==> src/rtl/bytelane_pkg.sv <==
package bytelane_pkg;
  typedef enum logic [2:0] {
    OP_ADD  = 3'd0,
    OP_SUB  = 3'd1,
    OP_HADD = 3'd2,
    OP_QADD = 3'd3,
    OP_SEL  = 3'd4,
    OP_SAD  = 3'd5,
    OP_RSV6 = 3'd6,
    OP_RSV7 = 3'd7
  } bl_op_e;
endpackage

==> src/rtl/bl_lane.sv <==
module bl_lane
  import bytelane_pkg::*;
#(
  parameter int W = 8
) (
  input  bl_op_e         op,
  input  logic [W-1:0]   a,
  input  logic [W-1:0]   b,
  input  logic           flag_q,
  output logic [W-1:0]   res,
  output logic [W-1:0]   absd,
  output logic           flag_d
);
  logic [W:0]   sum_x;
  logic [W:0]   dif_x;
  logic [W-1:0] rev_d;
  logic         carry;
  logic         a_ge_b;

  always_comb begin
    sum_x  = {1'b0, a} + {1'b0, b};
    dif_x  = {1'b0, a} - {1'b0, b};
    rev_d  = b - a;
    carry  = sum_x[W];
    a_ge_b = ~dif_x[W];
    absd   = a_ge_b ? dif_x[W-1:0] : rev_d;
  end

  always_comb begin
    res    = '0;
    flag_d = flag_q;
    unique case (op)
      OP_ADD:  begin res = sum_x[W-1:0]; flag_d = carry;  end
      OP_SUB:  begin res = dif_x[W-1:0]; flag_d = a_ge_b; end
      OP_HADD: res = sum_x[W:1];
      OP_QADD: res = carry ? {W{1'b1}} : sum_x[W-1:0];
      OP_SEL:  res = flag_q ? a : b;
      default: res = '0;
    endcase
  end
endmodule

==> src/rtl/bl_sad_sum.sv <==
module bl_sad_sum #(
  parameter int LANES = 4,
  parameter int W     = 8,
  parameter int OUT_W = 10
) (
  input  logic [LANES*W-1:0] absd_flat,
  output logic [OUT_W-1:0]   total
);
  always_comb begin
    total = '0;
    for (int i = 0; i < LANES; i++) begin
      total = total + OUT_W'(absd_flat[i*W +: W]);
    end
  end
endmodule

==> src/rtl/bytelane_alu.sv <==
module bytelane_alu
  import bytelane_pkg::*;
#(
  parameter int LANES  = 4,
  parameter int LANE_W = 8
) (
  input  logic                    clk,
  input  logic                    rst,
  input  logic [2:0]              op_i,
  input  logic [LANES*LANE_W-1:0] a_i,
  input  logic [LANES*LANE_W-1:0] b_i,
  output logic [LANES*LANE_W-1:0] res_o,
  output logic [LANES-1:0]        flags_o
);
  localparam int WORD_W  = LANES * LANE_W;
  localparam int SAD_MAX = LANES * ((1 << LANE_W) - 1);
  localparam int SAD_W   = $clog2(SAD_MAX + 1);

  bl_op_e             op;
  logic [WORD_W-1:0]  lane_res;
  logic [WORD_W-1:0]  lane_abs;
  logic [LANES-1:0]   flag_nxt;
  logic [SAD_W-1:0]   sad_total;
  logic [WORD_W-1:0]  res_nxt;
  logic [WORD_W-1:0]  res_q;
  logic [LANES-1:0]   flag_q;

  assign op = bl_op_e'(op_i);

  for (genvar g = 0; g < LANES; g++) begin : g_lane
    bl_lane #(.W(LANE_W)) u_lane (
      .op     (op),
      .a      (a_i[g*LANE_W +: LANE_W]),
      .b      (b_i[g*LANE_W +: LANE_W]),
      .flag_q (flag_q[g]),
      .res    (lane_res[g*LANE_W +: LANE_W]),
      .absd   (lane_abs[g*LANE_W +: LANE_W]),
      .flag_d (flag_nxt[g])
    );
  end

  bl_sad_sum #(.LANES(LANES), .W(LANE_W), .OUT_W(SAD_W)) u_sad (
    .absd_flat (lane_abs),
    .total     (sad_total)
  );

  always_comb begin
    if (op == OP_SAD) res_nxt = WORD_W'(sad_total);
    else              res_nxt = lane_res;
  end

  always_ff @(posedge clk) begin
    if (rst) begin
      res_q  <= '0;
      flag_q <= '0;
    end else begin
      res_q  <= res_nxt;
      flag_q <= flag_nxt;
    end
  end

  assign res_o   = res_q;
  assign flags_o = flag_q;
endmodule

==> config.mk <==
export PLATFORM = sky130hd
export DESIGN_NAME = bytelane_alu
export DESIGN_NICKNAME = d
export VERILOG_FILES = /design/src/rtl/bytelane_pkg.sv /design/src/rtl/bl_lane.sv /design/src/rtl/bl_sad_sum.sv /design/src/rtl/bytelane_alu.sv
export SDC_FILE = /design/constraint.sdc
export NUM_CORES = 1
export LEC_CHECK = 0
export BUFFER_PORTS_ARGS = -buffer_cell sky130_fd_sc_hd__clkbuf_2
export CAP_MARGIN = 20
export CORE_ASPECT_RATIO = 1.25
export CORE_MARGIN = 4
export CORE_UTILIZATION = 55
export CTS_BUF_LIST = sky130_fd_sc_hd__clkbuf_4
export DETAILED_ROUTE_END_ITERATION = 12
export HOLD_SLACK_MARGIN = 0.1
export PLACE_DENSITY = 0.77
export SYNTH_ARGS = -nofsm -noshare
export SYNTH_HDL_FRONTEND = slang
export SYNTH_SLANG_ARGS = --single-unit
==> constraint.sdc <==
create_clock -name clk -period 7.3 [get_ports clk]
set_input_delay 2.19 -clock clk [delete_from_list [all_inputs] [get_ports clk]]
set_output_delay 2.19 -clock clk [all_outputs]
set_load 0.02 [all_outputs]
==> results by group <==
Routing
  – Post-route DRC: 0
  – Vias: ~7400
  – Drt initial violations: around 550
  – Final wirelength: ~22000 um
  – DRT antenna net count: 0
  – Drt pass-1 iters: 8
  – Via density per instance: about 6
  – Per-cell routed wire length: approximately 18 um

STA
  – Slew HR: between 20% and 30%
  – Min cycle time layout: around 6.8 ns
  – Max Clk Rate: approximately 150 MHz
  – Max Slew Vio Count: 0
  – Sum Neg Setup Slack: 0 ns
  – Slew @ Worst Pin: 1.137 ns
  – Final setup violation count: 0
  – RSZ-0062 raised after global routing: no
  – Clock Skew: around 0.02 ns
  – Fin. Hold Viols: 0
  – Final period util: between 90% and 100%

Finish
  – Footprint of the multi-input gates: roughly 6000 um2
  – Fin cells: 1224
  – Nets: 1250
  – Area delta synth->final: 8.905%
  – Util after Layout: between 60% and 70%
  – Ratio of cells with drive above 1 in the final layout: 14.54%
  – Fillers: 1277
  – Final Cell Area: 8125 um2
  – Sequential standard cell area: 720.7 um2

Clock network
  – Longest Clk Path Bufs: 2
  – Clock sinks: 36
  – Root buffer cell: clkbuf_4
  – Postcts setup bufs: 0
  – TritonCTS buffer count: 5
  – Clk_lat worst skew: between 0.3 and 0.4 ns
  – Clk slew on worst S/H paths: 0.15 ns
  – CTS resizes: 0
  – CTS tree: yes
  – Post-CTS Hold Fix Bufs: 0
  – H-Tree Depth: 2

Power and ir drop
  – Net Switching: about 860 uW
  – Maximum vdd drop: about 0.00017 V
  – PnR Total Power: about 1700 uW
  – Leak pwr: slightly below 0.004 uW
  – Clk pwr share: under 10%
  – Net Sw Frac: 50.08%
  – Sequential power share: between 10 and 15%
  – Combinational power share: between 70 and 80%
  – PwrDens: about 210 nW/um2
  – Cell Int Power: ~850 uW

Hold path
  – Worst Hold Class: reg -> reg

Global route
  – Grt ovf: 0
  – Gr busiest metal: met2
  – First-pass GRT wire length: 35500 um
  – Largest net degree at the start of global routing: 30
  – Tot GR Track Use: between 20% and 30%
  – Met2 usage: roughly 46%
  – Initial antenna violation count: 1
  – Vias in the first global route: 7234
  – Grt met3 use: under 10%
  – Grt met1 use: 35.49%

Place
  – Routability Congestion: 0.9965
  – Post-placement cell count: 1215
  – IO Port Bufs: between 100 and 150
  – Placed Area: between 8000 and 9000 um2
  – DPL Wire Length: ~17000 um

Die
  – Core area: 13290 um2
  – Io pins: 105
  – Die H: 138.2 um
  – Die Wd: 112.2 um
  – Row cnt: 47
  – Initial core utilization: 56.14%
  – Die area: between 15000 and 20000 um2

Logic synthesis
  – Cell variety after synth: 73
  – Yosys warning total: 0
  – Synth Cell Area: 7461 um2
  – Top-area cell type share of the netlist area: 18.11%
  – Most frequent cells after synthesis: inv_1 (121), ha_1 (108), a21oi_1 (83)
  – Syn_area_per_cell: 7.598 um2
  – Post-synthesis sequential area ratio: between 9 and 10%
  – Area leader, netlist: ha_1
  – Top_reg_cell synth: dfxtp_1
  – Synthesized flop and latch total: 36
  – Post-Synthesis Cells: just under 1000
  – Post-synth EDFFs: 0
  – Asr flop ratio synth: 0%
  – Most frequent cell after synthesis: inv_1
  – Largest cells by area after synthesis: ha_1 (18%), dfxtp_1 (9.7%), inv_1 (6.1%)
  – Synth Net Count: about 1200

Status
  – Status: finished clean

Critical path
  – Maximum fanout along the worst path: 5
  – Crit path required time: ~7.6 ns
  – Worst path arrival time: between 7 and 8 ns
  – Worst Setup End Kind: register
  – CP Launch Type: input port
  – Crit Path Class: in -> reg

Job
  – Total of max-cap violations: 0
[worst paths after layout]
kind	from	end	slack (ns)	cells after the start
max	a_i[0]	res_o[8]	0.53	23
min	flags_o[2]	flags_o[2]	0.86	2
max reg2reg	flags_o[0]	res_o[6]	5.37	4
min reg2reg	flags_o[2]	flags_o[2]	0.86	2
[power by group through the flow]
stage / logic, uW / clock network, uW / registers, uW
after global routing: 1460 / 171 / 240
after global placement: 1270 / 0 / 242
final: 1310 / 163 / 238
after detailed placement: 1280 / 0 / 242
after floorplan: 968 / 0 / 264
after CTS: 1290 / 162 / 237
[through the flow]
stage / hold slack [ns] / setup slack (ns)
after floorplan: 0.7189 / 0.5478
after global placement: 0.8272 / 0.3085
after detailed placement: 0.8418 / 0.1687
after CTS: 0.8640 / 0.5776
after global routing: 0.9158 / 0.1058
final: 0.8629 / 0.5250
[flip-flops by register name, summed over array words and instances, names as in the netlist]
name     flops
flags_o      4
res_o       32
[routing by layer]
metal | vias to the layer above | share of wire (%)
met2 | 304 | 47
met4 | 0 | 4.6
met1 | 3405 | 42
met3 | 78 | 6.3
met5 | - | 0
li1 | 3573 | -
[cell type report]
class                      count  share of cell area (%)
tap                          171                   2.633
sequential                    36                   8.870
inverter                     121                   5.590
antenna                        1                 0.03080
timing repair buffer         118                   7.699
clock inverter                 3                  0.5236
multi-input combinational    769                   74.19
clock buffer                   5                  0.4620
[cell families after synthesis]
logic type | share of synthesized area [%]
multiplexers | 6.641
adder cells (fa/ha/maj) | 24.01
buffers and inverters | 9.542
XOR/XNOR | 7.044
flip-flops | 9.660
AO/OA/AOI/OAI | 27.39
AND/OR/NAND/NOR | 15.71
[critical path, cell delays in order]
cell and delay, ns:
clkbuf_2 0.11, inv_1 0.06, ha_1 0.17, inv_1 0.06, fa_1 0.42, a21o_1 0.20
a221oi_2 0.32, o21ai_1 0.22, mux2_2 0.34, ha_1 0.30, a21o_1 0.16, a21oi_1 0.19
nand2b_1 0.13, a21boi_0 0.12, o41a_1 0.35, xnor2_1 0.15, fa_1 0.54, inv_1 0.04
ha_1 0.33, a21o_1 0.19, a31oi_1 0.19, xor2_1 0.16, o22ai_1 0.09
[placed cells by master (no fill, tap or decap), drive strengths merged, types with 4 or more instances in the layout]
master and n:
a2111oi 5, a211oi 7, a21boi 6, a21o 19, a21oi 85, a221o 7
a221oi 13, a222oi 5, a22oi 9, a31oi 16, and2 6, and3 6
buf 14, clkbuf 109, dfxtp 36, fa 22, ha 108, inv 121
mux2 4, mux2i 45, nand2 50, nand2b 25, nand3b 7, nor2 61
nor2b 18, nor3 19, nor3b 5, nor4b 4, o211ai 5, o21a 4
o21ai 61, o21bai 11, o221ai 8, o22a 4, o22ai 14, o31ai 4
or2 7, or3 8, xnor2 33, xor2 27
No activity file was read; power rests on OpenSTA's default activity.
